File: src/rtl/tfg_pkg.sv
package tfg_pkg;
    // Per-byte receive error flags
    typedef struct packed {
        logic brk;
        logic par;
        logic frm;
    } rx_err_t;

    localparam logic [7:0] STOP_CODE_DEF   = 8'h13;
    localparam logic [7:0] RESUME_CODE_DEF = 8'h11;
endpackage

File: src/rtl/tfg_rx_filter.sv
module tfg_rx_filter
    import tfg_pkg::*;
#(
    parameter int          DW    = 8,
    parameter logic [DW-1:0] XON  = DW'(RESUME_CODE_DEF),
    parameter logic [DW-1:0] XOFF = DW'(STOP_CODE_DEF)
) (
    input  logic          clk,
    input  logic          rst_n,
    input  logic          in_valid,
    input  logic [DW-1:0] in_data,
    input  rx_err_t       in_err,
    output logic          hit_stop,
    output logic          hit_resume,
    output logic          out_valid,
    output logic [DW-1:0] out_data
);
    typedef struct packed {
        logic          valid;
        logic [DW-1:0] data;
    } fwd_t;

    fwd_t st_d, st_q;
    logic clean;

    always_comb begin
        clean      = in_valid && (in_err == '0);
        hit_stop   = clean && (in_data == XOFF);
        hit_resume = clean && (in_data == XON);
        st_d       = st_q;
        st_d.valid = clean;
        if (clean) st_d.data = in_data;
    end

    always_ff @(posedge clk or negedge rst_n) begin
        if (!rst_n) st_q <= '0;
        else        st_q <= st_d;
    end

    assign out_valid = st_q.valid;
    assign out_data  = st_q.data;
endmodule

File: src/rtl/tfg_cts_backoff.sv
module tfg_cts_backoff #(
    parameter int BACKOFF_TICKS = 2,
    localparam int BO_W = $clog2(BACKOFF_TICKS + 1)
) (
    input  logic clk,
    input  logic rst_n,
    input  logic hw_en,
    input  logic cts_in,
    input  logic tick,
    output logic cts_ok
);
    typedef struct packed {
        logic            cts;
        logic [BO_W-1:0] bo;
    } cts_st_t;

    cts_st_t st_d, st_q;

    always_comb begin
        st_d = st_q;
        if (!hw_en) begin
            st_d.cts = 1'b1;
            st_d.bo  = '0;
        end else begin
            if (!st_q.cts && cts_in)
                st_d.bo = BO_W'(BACKOFF_TICKS);
            else if (tick && (st_q.bo != '0))
                st_d.bo = st_q.bo - 1'b1;
            st_d.cts = cts_in;
        end
    end

    always_ff @(posedge clk or negedge rst_n) begin
        if (!rst_n) begin
            st_q.cts <= 1'b1;
            st_q.bo  <= '0;
        end else begin
            st_q <= st_d;
        end
    end

    assign cts_ok = st_q.cts && (st_q.bo == '0);
endmodule

File: src/rtl/tfg_burst.sv
module tfg_burst #(
    parameter int BURST_MAX = 128,
    localparam int CNT_W = $clog2(BURST_MAX + 1)
) (
    input  logic clk,
    input  logic rst_n,
    input  logic permit,
    input  logic room,
    input  logic avail,
    output logic go
);
    typedef struct packed {
        logic [CNT_W-1:0] run;
    } burst_st_t;

    burst_st_t st_d, st_q;

    always_comb begin
        go = permit && room && avail && (st_q.run < CNT_W'(BURST_MAX));
        st_d.run = go ? st_q.run + 1'b1 : '0;
    end

    always_ff @(posedge clk or negedge rst_n) begin
        if (!rst_n) st_q <= '0;
        else        st_q <= st_d;
    end
endmodule

File: src/rtl/tx_flow_gate.sv
module tx_flow_gate
    import tfg_pkg::*;
#(
    parameter int            DW            = 8,
    parameter int            BURST_MAX     = 128,
    parameter int            BACKOFF_TICKS = 2,
    parameter logic [DW-1:0] XON_CODE      = DW'(RESUME_CODE_DEF),
    parameter logic [DW-1:0] XOFF_CODE     = DW'(STOP_CODE_DEF)
) (
    input  logic          clk,
    input  logic          rst_n,
    input  logic          rx_valid,
    input  logic [DW-1:0] rx_byte,
    input  logic          rx_brk,
    input  logic          rx_par,
    input  logic          rx_frm,
    input  logic          sw_flow_en,
    input  logic          hw_flow_en,
    input  logic          cts_in,
    input  logic          tick,
    input  logic          tx_room,
    input  logic          src_avail,
    output logic          byte_go,
    output logic          fwd_valid,
    output logic [DW-1:0] fwd_byte
);
    typedef struct packed {
        logic blocked;
    } gate_st_t;

    gate_st_t st_d, st_q;
    rx_err_t  err;
    logic     hit_stop, hit_resume, cts_ok, permit;

    assign err = '{brk: rx_brk, par: rx_par, frm: rx_frm};

    tfg_rx_filter #(.DW(DW), .XON(XON_CODE), .XOFF(XOFF_CODE)) u_rx (
        .clk(clk), .rst_n(rst_n),
        .in_valid(rx_valid), .in_data(rx_byte), .in_err(err),
        .hit_stop(hit_stop), .hit_resume(hit_resume),
        .out_valid(fwd_valid), .out_data(fwd_byte)
    );

    tfg_cts_backoff #(.BACKOFF_TICKS(BACKOFF_TICKS)) u_cts (
        .clk(clk), .rst_n(rst_n),
        .hw_en(hw_flow_en), .cts_in(cts_in), .tick(tick),
        .cts_ok(cts_ok)
    );

    always_comb begin
        st_d = st_q;
        if (!sw_flow_en)      st_d.blocked = 1'b0;
        else if (hit_stop)    st_d.blocked = 1'b1;
        else if (hit_resume)  st_d.blocked = 1'b0;
        permit = !st_q.blocked && cts_ok;
    end

    always_ff @(posedge clk or negedge rst_n) begin
        if (!rst_n) st_q <= '0;
        else        st_q <= st_d;
    end

    tfg_burst #(.BURST_MAX(BURST_MAX)) u_burst (
        .clk(clk), .rst_n(rst_n),
        .permit(permit), .room(tx_room), .avail(src_avail),
        .go(byte_go)
    );
endmodule

File: config.mk
export PLATFORM = sky130hd
export DESIGN_NAME = tx_flow_gate
export DESIGN_NICKNAME = d
export VERILOG_FILES = /design/src/rtl/tfg_pkg.sv /design/src/rtl/tfg_rx_filter.sv /design/src/rtl/tfg_cts_backoff.sv /design/src/rtl/tfg_burst.sv /design/src/rtl/tx_flow_gate.sv
export SDC_FILE = /design/constraint.sdc
export NUM_CORES = 1
export LEC_CHECK = 0
export ABC_CLOCK_PERIOD_IN_PS = 1540
export BUFFER_PORTS_ARGS = -buffer_cell sky130_fd_sc_hd__buf_2
export CAP_MARGIN = 0
export CORE_AREA = 2 2 56 45
export CTS_BUF_LIST = sky130_fd_sc_hd__clkbuf_8 sky130_fd_sc_hd__clkbuf_16
export DETAILED_ROUTE_END_ITERATION = 10
export DIE_AREA = 0 0 58 47
export PLACE_DENSITY = 0.75
export REMOVE_ABC_BUFFERS = 1
export SYNTH_ARGS = -nofsm -noshare
export SYNTH_HDL_FRONTEND = slang
export SYNTH_SLANG_ARGS = --single-unit
File: constraint.sdc
create_clock -name clk -period 1.54 [get_ports clk]
set_clock_uncertainty 0.05 [all_clocks]
set_input_delay 0.231 -clock clk [delete_from_list [all_inputs] [get_ports clk]]
set_output_delay 0.231 -clock clk [all_outputs]
set_load 0.03 [all_outputs]
==> impl_metrics.env <==
export IMPL_status="finished, violations left"
export IMPL_violations="setup timing"
export IMPL_p_per_area_mw_per_mm2=1040
export IMPL_place_ws_ns=-0.0235
export IMPL_peakVddDrop_mv=0.610
export IMPL_grt_max_degree=22
export IMPL_postPlaceCellArea_sq_mm=0.00112
export IMPL_netlist_area_sq_um=932
export IMPL_path_class="reg -> out"
export IMPL_drc_errors=0
export IMPL_path_clk_slew_ns=0.07
export IMPL_avgSynthCellArea_sq_um=10.1
export IMPL_maxCapViolCount=0
export IMPL_grt_overflow_total=0
export IMPL_vias_per_cell=4.80
export IMPL_final_core_util_pct=55.4
export IMPL_dr_pass1_iters=5
export IMPL_finalCritPeriodShare_pct=111
export IMPL_place_congestion=0.827
export IMPL_synthCells=92
export IMPL_hp_class="in -> reg"
export IMPL_instances_no_fill=152
export IMPL_grt_first_pass_wirelength_um=2750
export IMPL_maxSlewHeadroom_pct=69.3
export IMPL_crit_fanout=2
export IMPL_cts_sinks=21
export IMPL_cp_data_required_time_ns=1.26
export IMPL_port_buffers=29
export IMPL_grt_use_total_pct=13.8
export IMPL_ys_seq_area_share_pct=56.5
export IMPL_ys_ff_latch=21
export IMPL_routed_via_count=729
export IMPL_cts_buffers=3
export IMPL_place_hpwl_um=1300
export IMPL_antennaDiodeCount=0
export IMPL_hold_violations=0
export IMPL_nNetsFinal=150
export IMPL_rsz0062_at_grt="yes"
export IMPL_wl_um=1760
export IMPL_yosys_warnings=0
export IMPL_first_iter_violations=11
export IMPL_finalPower_uw=1260
export IMPL_antenna_found_initial=0
export IMPL_slew_viol_final=0
export IMPL_fp_dieW_um=58
export IMPL_die_h_um=47
export IMPL_tightest_slew_ns=0.461
export IMPL_final_fill_count=189
export IMPL_antenna_left=0
export IMPL_syn_to_final_growth_pct=29.4
export IMPL_htreeDepth=1
export IMPL_ios=30
export IMPL_dp_cells=147
export IMPL_clk_path_buf_depth=2
export IMPL_drive_gt1_share_pct=36.2
export IMPL_wl_per_cell_um=11.6
export IMPL_fin_ws_ns=-0.169
export IMPL_crit_path_end_kind="primary output"
export IMPL_yosysUniqueCellTypes=26
export IMPL_setup_viol=1
export IMPL_crit_arrival_ns=1.43
export IMPL_row_count=15
export IMPL_grt_pass1_vias=680
export IMPL_synth_edf_count=0
export IMPL_startpoint_type="flip-flop"
export IMPL_worstSkewPairLatency_ns=0.26
export IMPL_cts_tree="done"
export IMPL_dieArea_sq_mm=0.00273
export IMPL_root_buffer="clkbuf_8"
export IMPL_start_util_pct=42.8
export IMPL_post_route_min_period_ns=1.71
export IMPL_async_flop_share_pct=100
export IMPL_fmax_mhz=585
export IMPL_core_area_sq_mm=0.00218
export IMPL_leakagePower_uw=0.000626
export IMPL_fin_area_sq_mm=0.00121
export IMPL_synth_flop_cell="dfrtp_1"
[what timing repair did]
| action | in CTS | in global routing |
|---|---|---|
| buffers inserted | 0 | 0 |
| resized for setup | 7 | 3 |
| endpoints found under the hold margin | 20 | 0 |
| hold buffers | 1 | 0 |
| pin swaps | 3 | 2 |
| setup endpoints to repair | 2 | 3 |
[Yosys cell counts (all sizes together) (2+ instances only)]
cell / number / share of area (%)
nor2: 5 / 2.0
nand4: 2 / 1.3
or3: 3 / 2.0
ha: 2 / 2.7
nand2: 27 / 11
o21ai: 2 / 1.1
dfrtp: 20 / 54
nand2b: 2 / 1.3
a21oi: 2 / 1.1
nor3: 2 / 1.1
inv: 5 / 2.0
xnor2: 2 / 1.9
nand3: 5 / 4.0
xor2: 2 / 1.9
[flip-flops by register name, indices dropped and copies added, names as in the netlist]
register	cells
u_rx.out_valid	1
st_q	1
u_burst.st_q	8
u_cts.st_q	3
u_rx.out_data	8
[worst paths after layout]
check | to | start | depth (start not counted) | slack, ns
max in group asynchronous | u_cts.st_q[2] | rst_n | 2 | 0.69
setup reg to reg | u_burst.st_q[7] | u_cts.st_q[0] | 6 | 0.06
setup / recovery | byte_go | u_cts.st_q[0] | 6 | -0.17
hold reg to reg | u_rx.out_data[5] | u_rx.out_data[5] | 2 | 0.43
hold / removal | u_cts.st_q[2] | hw_flow_en | 2 | 0.07
min in group asynchronous | u_burst.st_q[4] | rst_n | 2 | 0.40
[logic make-up after synthesis]
logic type | count (synthesis) | synth area share (%)
AND/OR/NAND/NOR | 50 | 26.4
flip-flops | 21 | 56.5
buffers and inverters | 8 | 5.37
AO/OA/AOI/OAI | 5 | 2.95
XOR/XNOR | 4 | 3.76
multiplexers | 2 | 2.28
adder cells (fa/ha/maj) | 2 | 2.68
[per-stage QoR]
| step | setup TNS (ns) | hold slack, ns |
|---|---|---|
| 2_1_floorplan | -0.0448 | -0.115 |
| 3_3_place_gp | 0 | 0.157 |
| 3_5_place_dp | -0.0235 | 0.165 |
| 4_1_cts | -0.234 | 0.0610 |
| 5_1_grt | -0.233 | 0.0819 |
| 6_report | -0.169 | 0.0667 |
[worst max-delay path: stages (launching register included)]
cell	delay [ns]
dfrtp_1	0.37
inv_2	0.08
ha_4	0.13
nand4_1	0.07
or3_4	0.34
inv_2	0.06
buf_6	0.12
[per-layer routing]
layer / global-route usage [%] / vias to the layer above / part of all wire, %
li1: - / 371 / -
met1: 15.9 / 341 / 45
met2: 25.5 / 15 / 50
met3: 4.13 / 2 / 4.5
met4: 4.19 / 0 / 0.63
met5: 0 / - / 0
[placed cells by master (no fill, tap or decap), types with 2 or more instances in the layout]
cell	instances
buf_2	28
nand2_1	27
dfrtp_1	20
nor2_1	5
nand3_1	4
inv_2	3
inv_1	3
clkbuf_8	3
buf_4	3
nand4_1	2
o21ai_0	2
or3_1	2
a21oi_1	2
xor2_1	2
nand2b_1	2
xnor2_1	2
[power breakdown]
part	total, uW	internal [uW]	leakage, uW	switching (uW)
Clock	351	177	0.0000269	174
Sequential	628	602	0.000277	25.8
Combinational	280	103	0.000322	176
Total	1260	883	0.000626	376
[cell type report]
class	instances	area, sq um	area share [%]
Inverter	6	35.0	2.90
Tap cell	25	31.3	2.59
Clock buffer	3	41.3	3.42
Timing Repair Buffer	33	184	15.2
Sequential cell	21	527	43.7
Multi-Input combinational cell	63	384	31.8
Clock inverter	1	3.75	0.311
Note: power is estimated with default switching activity, not from simulation.
